==> src/rtl/timer_pkg.sv <==
package timer_pkg;

  localparam int unsigned REG_W = 32;

  localparam logic [2:0] IDX_LOAD   = 3'd0;
  localparam logic [2:0] IDX_VALUE  = 3'd1;
  localparam logic [2:0] IDX_CTRL   = 3'd2;
  localparam logic [2:0] IDX_ICLR   = 3'd3;
  localparam logic [2:0] IDX_RAW    = 3'd4;
  localparam logic [2:0] IDX_MASKED = 3'd5;
  localparam logic [2:0] IDX_BGLOAD = 3'd6;

  typedef enum logic [1:0] {
    PSC_1    = 2'b00,
    PSC_16   = 2'b01,
    PSC_256  = 2'b10,
    PSC_1ALT = 2'b11
  } psc_e;

  typedef struct packed {
    logic       run;       // bit 7
    logic       periodic;  // bit 6
    logic       ie;        // bit 5
    logic       spare;     // bit 4
    logic [1:0] psc;       // bits 3:2
    logic       wide;      // bit 1
    logic       oneshot;   // bit 0
  } ctrl_t;

  localparam logic [7:0] CTRL_RESET = 8'h20;

endpackage

==> src/rtl/tmr_prescaler.sv <==
module tmr_prescaler
  import timer_pkg::*;
#(
  parameter int unsigned LO_LOG2 = 4,
  parameter int unsigned HI_LOG2 = 8
) (
  input  logic clk_i,
  input  logic rst_ni,
  input  logic clear_i,
  input  logic run_i,
  input  psc_e sel_i,
  output logic tick_o
);

  logic [HI_LOG2-1:0] div_q;
  logic               hit;

  always_ff @(posedge clk_i or negedge rst_ni) begin
    if (!rst_ni)      div_q <= '0;
    else if (clear_i) div_q <= '0;
    else              div_q <= div_q + HI_LOG2'(1);
  end

  always_comb begin
    unique case (sel_i)
      PSC_16:  hit = &div_q[LO_LOG2-1:0];
      PSC_256: hit = &div_q;
      default: hit = 1'b1;
    endcase
  end

  assign tick_o = run_i & hit;

endmodule

==> src/rtl/tmr_counter.sv <==
module tmr_counter #(
  parameter int unsigned CNT_W    = 32,
  parameter int unsigned NARROW_W = 16
) (
  input  logic             clk_i,
  input  logic             rst_ni,
  input  logic             load_wr_i,
  input  logic [CNT_W-1:0] load_val_i,
  input  logic [CNT_W-1:0] reload_val_i,
  input  logic             ctrl_wr_i,
  input  logic             tick_i,
  input  logic             wide_i,
  input  logic             periodic_i,
  input  logic             oneshot_i,
  output logic [CNT_W-1:0] value_o,
  output logic             expire_o,
  output logic             done_o
);

  logic [CNT_W-1:0] cnt_q;
  logic [CNT_W-1:0] mask;
  logic [CNT_W-1:0] eff;
  logic             done_q;
  logic             at_zero;

  generate
    if (NARROW_W >= CNT_W) begin : g_full_only
      logic unused_wide;
      assign unused_wide = wide_i;
      assign mask = '1;
    end else begin : g_narrow
      assign mask = wide_i ? '1 : {{(CNT_W-NARROW_W){1'b0}}, {NARROW_W{1'b1}}};
    end
  endgenerate

  assign eff      = cnt_q & mask;
  assign at_zero  = (eff == '0);
  assign expire_o = tick_i & at_zero & ~done_q & ~load_wr_i;
  assign value_o  = eff;
  assign done_o   = done_q;

  always_ff @(posedge clk_i or negedge rst_ni) begin
    if (!rst_ni) begin
      cnt_q  <= '0;
      done_q <= 1'b0;
    end else if (load_wr_i) begin
      cnt_q  <= load_val_i;
      done_q <= 1'b0;
    end else begin
      if (ctrl_wr_i)                  done_q <= 1'b0;
      else if (expire_o && oneshot_i) done_q <= 1'b1;
      if (tick_i && !done_q) begin
        if (!at_zero)        cnt_q <= eff - CNT_W'(1);
        else if (oneshot_i)  cnt_q <= eff;
        else if (periodic_i) cnt_q <= reload_val_i & mask;
        else                 cnt_q <= mask;
      end
    end
  end

endmodule

==> src/rtl/tmr_irq.sv <==
module tmr_irq (
  input  logic clk_i,
  input  logic rst_ni,
  input  logic set_i,
  input  logic clr_i,
  input  logic en_i,
  output logic raw_o,
  output logic irq_o
);

  logic raw_q;

  // expiry beats a clear on the same edge
  always_ff @(posedge clk_i or negedge rst_ni) begin
    if (!rst_ni)    raw_q <= 1'b0;
    else if (set_i) raw_q <= 1'b1;
    else if (clr_i) raw_q <= 1'b0;
  end

  assign raw_o = raw_q;
  assign irq_o = raw_q & en_i;

endmodule

==> src/rtl/countdown_timer.sv <==
module countdown_timer
  import timer_pkg::*;
#(
  parameter int unsigned ADDR_W      = 12,
  parameter int unsigned CNT_W       = 32,
  parameter int unsigned NARROW_W    = 16,
  parameter int unsigned PSC_LO_LOG2 = 4,
  parameter int unsigned PSC_HI_LOG2 = 8
) (
  input  logic              clk_i,
  input  logic              rst_ni,
  input  logic              req_i,
  input  logic              we_i,
  input  logic [ADDR_W-1:0] addr_i,
  input  logic [REG_W-1:0]  wdata_i,
  output logic [REG_W-1:0]  rdata_o,
  output logic              irq_o
);

  localparam int unsigned IDX_LSB = 2;
  localparam int unsigned IDX_W   = 3;
  localparam int unsigned IDX_MSB = IDX_LSB + IDX_W - 1;

  logic [IDX_W-1:0] idx;
  logic             in_window;
  logic             wr;
  logic             load_wr, bg_wr, ctrl_wr, iclr_wr;
  ctrl_t            ctrl_q;
  logic [CNT_W-1:0] load_q;
  logic [CNT_W-1:0] cnt_val;
  logic             tick, expire, os_done, raw_q;

  assign idx       = addr_i[IDX_MSB:IDX_LSB];
  assign in_window = (addr_i[ADDR_W-1:IDX_MSB+1] == '0) && (addr_i[IDX_LSB-1:0] == '0);
  assign wr        = req_i & we_i & in_window;
  assign load_wr   = wr && (idx == IDX_LOAD);
  assign bg_wr     = wr && (idx == IDX_BGLOAD);
  assign ctrl_wr   = wr && (idx == IDX_CTRL);
  assign iclr_wr   = wr && (idx == IDX_ICLR);

  always_ff @(posedge clk_i or negedge rst_ni) begin
    if (!rst_ni) begin
      ctrl_q <= ctrl_t'(CTRL_RESET);
      load_q <= '0;
    end else begin
      if (load_wr || bg_wr) load_q <= wdata_i[CNT_W-1:0];
      if (ctrl_wr)          ctrl_q <= ctrl_t'(wdata_i[7:0]);
    end
  end

  tmr_prescaler #(
    .LO_LOG2 (PSC_LO_LOG2),
    .HI_LOG2 (PSC_HI_LOG2)
  ) u_psc (
    .clk_i   (clk_i),
    .rst_ni  (rst_ni),
    .clear_i (ctrl_wr),
    .run_i   (ctrl_q.run),
    .sel_i   (psc_e'(ctrl_q.psc)),
    .tick_o  (tick)
  );

  tmr_counter #(
    .CNT_W    (CNT_W),
    .NARROW_W (NARROW_W)
  ) u_cnt (
    .clk_i        (clk_i),
    .rst_ni       (rst_ni),
    .load_wr_i    (load_wr),
    .load_val_i   (wdata_i[CNT_W-1:0]),
    .reload_val_i (load_q),
    .ctrl_wr_i    (ctrl_wr),
    .tick_i       (tick),
    .wide_i       (ctrl_q.wide),
    .periodic_i   (ctrl_q.periodic),
    .oneshot_i    (ctrl_q.oneshot),
    .value_o      (cnt_val),
    .expire_o     (expire),
    .done_o       (os_done)
  );

  tmr_irq u_irq (
    .clk_i  (clk_i),
    .rst_ni (rst_ni),
    .set_i  (expire),
    .clr_i  (iclr_wr),
    .en_i   (ctrl_q.ie),
    .raw_o  (raw_q),
    .irq_o  (irq_o)
  );

  always_comb begin
    rdata_o = '0;
    if (in_window) begin
      unique case (idx)
        IDX_LOAD, IDX_BGLOAD: rdata_o[CNT_W-1:0] = load_q;
        IDX_VALUE:            rdata_o[CNT_W-1:0] = cnt_val;
        IDX_CTRL:             rdata_o[7:0]       = ctrl_q;
        IDX_RAW:              rdata_o[0]         = raw_q;
        IDX_MASKED:           rdata_o[0]         = raw_q & ctrl_q.ie;
        default:              rdata_o            = '0;
      endcase
    end
  end

endmodule

==> config.mk <==
export PLATFORM = sky130hd
export DESIGN_NAME = countdown_timer
export DESIGN_NICKNAME = d
export VERILOG_FILES = /design/src/rtl/timer_pkg.sv /design/src/rtl/tmr_prescaler.sv /design/src/rtl/tmr_counter.sv /design/src/rtl/tmr_irq.sv /design/src/rtl/countdown_timer.sv
export SDC_FILE = /design/constraint.sdc
export NUM_CORES = 1
export LEC_CHECK = 0
export BUFFER_PORTS_ARGS = -buffer_cell sky130_fd_sc_hd__clkbuf_2
export CORE_MARGIN = 2
export CORE_UTILIZATION = 55
export CTS_CLUSTER_DIAMETER = 30
export DETAILED_ROUTE_END_ITERATION = 8
export HOLD_SLACK_MARGIN = 0.05
export PLACE_DENSITY = 0.77
export SYNTH_ARGS = -nofsm -noshare
export SYNTH_HDL_FRONTEND = slang
export SYNTH_HIERARCHICAL = 1
export SYNTH_SLANG_ARGS = --single-unit
==> constraint.sdc <==
create_clock -name clk_i -period 2.73 [get_ports clk_i]
set_input_delay 0.273 -clock clk_i [delete_from_list [all_inputs] [get_ports clk_i]]
set_output_delay 0.273 -clock clk_i [all_outputs]
set_load 0.02 [all_outputs]
Yosys cells after proc, flatten, opt, wreduce, memory -nomap -nowiden:

Cells that the tools add are included.

* register bits after elaboration: 82
* bits in latches: 0
* bits in writable memories: 0
* bits in read-only memories: 0
* bits of input ports: 48
* output and inout bits: 33
* logic and storage cells: 69
* memories: 0

* add/subtract/negate cells: 2
* multiply operators: 0
* divide/modulo/power cells: 0
* $lt $le $gt $ge: 0
* equality and inequality tests: 8
* shift operators: 0
* muxes and demuxes: 17
* bitwise operators: 11
* reductions and logical operators: 19

Operator list (number)
* $mux 32: 7
* $and 32x32->32: 2
* $pmux 24 s2: 1
* $logic_not 32->1: 1
* $sub 32x1->32 const B: 1
* $pmux 7 s3: 1
* $eq 3x3->1 const B: 3
* $add 8x1->8 const B: 1
* $mux 8: 1
* $reduce_and 8->1: 1
* $and 1x1->1: 7
* $logic_and 1x1->1: 7
* $logic_not 7->1: 1
* $eq 3x2->1 const B: 2
* $mux 1: 5
* $pmux 1 s5: 1
* $reduce_and 4->1: 1
* $reduce_bool 2->1: 2
* $eq 3x1->1 const B: 1
* $logic_not 3->1: 1
* $reduce_bool 3->1: 1
* $eq 2x1->1 const B: 1
* $eq 2x2->1 const B: 1
* $logic_not 2->1: 1
* other kinds (5): 6

Depth between registers and ports, before layout:

* depth after elaboration: 10
* gate-level depth with buffers: 12
* gate-level depth less buffers: 10

Hierarchy:

Netlist, hierarchy kept.

Modules (own cells, without submodules)
* tmr_counter: times used 1, cells an instance 376, area each 3007.9 um2, sequential area each 825.8 um2
* countdown_timer: times used 1, cells an instance 207, area each 2361.0 um2, sequential area each 1002.2 um2
* tmr_prescaler: times used 1, cells an instance 42, area each 417.9 um2, sequential area each 200.2 um2
* tmr_irq: times used 1, cells an instance 4, area each 42.5 um2, sequential area each 25.0 um2

Worst setup path after synthesis:

OpenSTA, ideal clock, no wires.

* path type: input port to flip-flop
* start point: input port addr_i[7]
* end point: register u_cnt.cnt_q[2]
* library setup time: 127 ps
* data arrival time: 2679 ps
* required time: 2603 ps
* path slack: -75 ps
* stages on the path: 10
* buffers on the path: 3
* path through: nor4_4 -> nand3_4 -> clkbuf_1 -> nor4b_1 -> or2_2 -> clkbuf_1 -> o31ai_4 -> buf_4 -> a22oi_1 -> o21ai_1

* longest elaborated chain between the ends: 5
* elaborated cells between the ends (all ways): 6
* classes of those cells: mux: 1; bitwise: 1; reduce/logical: 4

Ends and longest elaborated chain
* start: declaration: RTL line countdown_timer.sv:14 `input logic [ADDR_W-1:0] addr_i,`
* $logic_not 7->1 *: RTL line countdown_timer.sv:34 `assign in_window = (addr_i[ADDR_W-1:IDX_MSB+1] == '0) && (addr_i[IDX_LSB-1:0] == '0);`
* $logic_and 1x1->1 *: RTL line countdown_timer.sv:34
* $and 1x1->1 *: RTL line countdown_timer.sv:35 `assign wr = req_i & we_i & in_window;`
* $logic_and 1x1->1 *: RTL line countdown_timer.sv:36 `assign load_wr = wr && (idx == IDX_LOAD);`
* via load_wr: RTL line countdown_timer.sv:27 `logic load_wr, bg_wr, ctrl_wr, iclr_wr;`
* $mux 32 or $reduce_bool 2->1 (tied branches)
* end signal: assignment: RTL line tmr_counter.sv:47 `cnt_q <= load_val_i;`
* end signal: assignment: RTL line tmr_counter.sv:53 `if (!at_zero) cnt_q <= eff - CNT_W'(1);`
* end signal: assignment: RTL line tmr_counter.sv:55 `else if (periodic_i) cnt_q <= reload_val_i & mask;`
* end: declaration: RTL line tmr_counter.sv:20 `logic [CNT_W-1:0] cnt_q;`

Mark *: on every way through the listed nets, which the timed path passes. The rest lies on a longest branch.
A chain may end at the register's enable or synchronous reset.

Worst setup path after layout:

* start point: register u_cnt.cnt_q[0]
* end point: register u_cnt.cnt_q[23]

* longest elaborated chain between the ends: 5
* elaborated cells between the ends (all ways): 6
* classes of those cells: add/sub: 1; mux: 3; bitwise: 1; reduce/logical: 1

Ends and longest elaborated chain
* $and 32x32->32 *: RTL line tmr_counter.sv:36 `assign eff = cnt_q & mask;`
* $sub 32x1->32 or $logic_not 32->1 (tied branches): RTL line tmr_counter.sv:53, tmr_counter.sv:37
* $mux 32 *: RTL line tmr_counter.sv:53
* $mux 32 *: RTL line tmr_counter.sv:52 `if (tick_i && !done_q) begin`
* $mux 32 *: RTL line tmr_counter.sv:46 `end else if (load_wr_i) begin`

Every way passes the cells marked *; elsewhere a longest branch is shown, timed or not. The select of a mux whose other input is x is not followed.

==> summary.txt <==
dpl hpwl: 11,000 um
power consumption: 2.65 mW
final wirelength: 16,400 um
Synth top cells by count: 81 x dfrtp_1, 65 x nor2_1, 47 x a22oi_1
Synth top area share: 34.8%
Cell Area, Synth: 5830 sq um
Initial Util: 56.5%
Skew-Pair Late Insertion Delay: 0.36 ns
Slew HR: 27.4%
kind of critical path: reg -> reg
drt pass-1 iters: 5
nets: 741
Worst Path Arrival: 2.84 ns
Worst-Margin Slew: 1.09 ns
num rows: 37
vias in the first global route: 5,343
FF-to-FF path depth: 8
Synth-to-Final Area Change: 12.2%
Final TNS setup: 0 ns
crit-path cells: inv_1 -> ha_1 -> nor3b_1 -> nand4_1 -> or3_4 -> or3_1 -> o211ai_1 -> o221a_2
Routed WL per cell: 19.7 um
Port Buf Inserts: 80
asr flop ratio synth: 100%
M2 GR Usage: 46.9%
Crit path depth: 8
sequential area share after synthesis: 35.2%
GR Layer Usage met1: 38.8%
Register Area: 2050 sq um
Antenna Nets Post-Route: 0
share of post-route cells with drive strength above 1: 29.4%
CP delay by family, top: simple AND/OR/NAND/NOR gates
Max Fclk: 393 MHz
Leak: 3.00 nW
cell taking the most area after synthesis: dfrtp_1
CP Max Fanout: 19
CTS Sinks: 82
largest net degree at the start of global routing: 83
busiest grt layer: met2
GRT Util Overall: 29.2%
initial antenna violation count: 0
root buffer cell: clkbuf_8
commonest register cell after synthesis: dfrtp_1
Worst Clk Skew: 0.0102 ns
Die Y-Extent: 107 um
most common cell in the netlist: dfrtp_1
power density cells: 405 nW/um^2
synth top area cells: dfrtp_1 35%, mux2_4 7.7%, a22oi_1 6.1%, mux2_2 5.0%, nor2_1 4.2%
status: finished clean
Core Footprint: 10,300 sq um
synthesized instance count: 629
H-tree levels: 3
Syn Nets: 682
YS warnings: 6
CP peak stage delay: 0.56 ns
hold-fix buffers at CTS: 0
Max IR drop VDD: 0.324 mV
period utilisation layout: 93.3%
Max Slew Vio Count: 0
Final Setup Violations: 0
number of remaining DRC errors: 0
CP bufs+invs: 1
mean area per synthesized cell: 9.27 sq um
Seq cells post-synth: 82
initial DRC count: 432
Hold Path Class: in -> async
Post CTS Setup Buffer Count: 0
met3 usage: 4.98%
Die Wd: 107 um
vias per std cell: 6.46
crit end category: register
vias post-DR: 5,357
final hold slack: 0.0773 ns
number of enable flip-flop cells after synthesis: 0
Die Footprint: 11,400 sq um
CTS clk-pin slew, worst paths: 0.09 ns
max-cap violation count: 0
RSZ-0062 raised after global routing: no
first-pass GRT wire length: 26,600 um
CTS resizes: 0
synth unique cells: 69
Remaining Overflow, GRT: 0
Final min period: 2.55 ns
CTS Buf Count: 9
Inserted Diodes: 0
# fillers: 900
RePlAce Congestion: 0.910
boundary pin count: 81
Critical Path Start Type: register
Final Hold Viols: 0
Max clock buf depth: 2
slowest cell on the critical path: or3_4
multi-input gate area in the final layout: 3390 sq um
CTS tree: done
CP Data Required Time: 3.03 ns
-- worst paths after layout --
check / from / to / slack, ns
max in group asynchronous: rst_ni / ctrl_q[5]$_DFFE_PN1P_ / 1.90
min reg2reg: u_psc/div_q[0]$_DFF_PN0_ / u_psc/div_q[0]$_DFF_PN0_ / 0.50
max reg2reg: u_cnt/cnt_q[0]$_DFFE_PN0P_ / u_cnt/cnt_q[23]$_DFFE_PN0P_ / 0.18
min: rst_ni / u_psc/div_q[3]$_DFF_PN0_ / 0.08
max: u_cnt/cnt_q[0]$_DFFE_PN0P_ / u_cnt/cnt_q[23]$_DFFE_PN0P_ / 0.18
min in group clk_i: wdata_i[9] / load_q[9]$_DFFE_PN0P_ / 0.14
-- cells in the final DEF (no fill, tap or decap), types with 14 or more instances in the layout --
| cell | count |
|---|---|
| clkbuf_2 | 79 |
| mux2_2 | 26 |
| nor2_1 | 65 |
| o21ai_0 | 42 |
| dfrtp_1 | 81 |
| mux2_4 | 30 |
| and2_1 | 14 |
| a21oi_1 | 17 |
| buf_4 | 31 |
| a22oi_1 | 47 |
| o22ai_1 | 21 |
| inv_1 | 14 |
| nand2_1 | 26 |
-- flip-flops by register name (all words and copies together) (netlist names) --
register and cells:
u_psc/div_q 8, u_cnt/done_o 1, u_irq/raw_o 1, u_cnt/cnt_q 32, load_q 32, ctrl_q 8
-- metal layers --
metal	part of all wire, %	wire length (um)
met2	48	7890
met3	6.7	1100
met4	3.0	487
met1	42	6870
met5	0	0
-- layout make-up --
| class | instances | share of cell area (%) |
|---|---|---|
| multi-input combinational | 469 | 51.9 |
| clock buffer | 11 | 2.16 |
| tap | 136 | 2.60 |
| sequential | 82 | 31.4 |
| inverter | 15 | 0.861 |
| timing repair buffer | 111 | 9.91 |
| clock inverter | 5 | 1.19 |
-- cell families (layout without fill, tap and decap cells) --
kind of cell | after synthesis | after routing | share of synthesized area (%)
XOR/XNOR | 23 | 23 | 3.46
AND/OR/NAND/NOR | 194 | 194 | 18.5
adder cells (fa/ha/maj) | 5 | 5 | 1.07
buffers and inverters | 78 | 142 | 6.95
flip-flops | 82 | 82 | 35.2
AO/OA/AOI/OAI | 186 | 186 | 21.1
multiplexers | 61 | 61 | 13.7
-- per-stage QoR --
step	utilization (%)	setup slack [ns]	instance area (sq um)	std cells
finish	63.3	0.182	6540	829
detailed placement	61.2	0.147	6320	813
global placement	61.2	0.218	6320	813
CTS	63.3	0.208	6540	829
global route	63.3	0.0468	6540	829
floorplan	-	0.247	5840	629
-- power breakdown --
part | total [mW] | switching [mW] | internal [mW] | leakage, nW
sequential | 1.32 | 0.0623 | 1.26 | 1.12
combinational | 0.333 | 0.203 | 0.130 | 1.78
clock | 0.999 | 0.461 | 0.538 | 0.109
(Power assumes the default switching activity.)
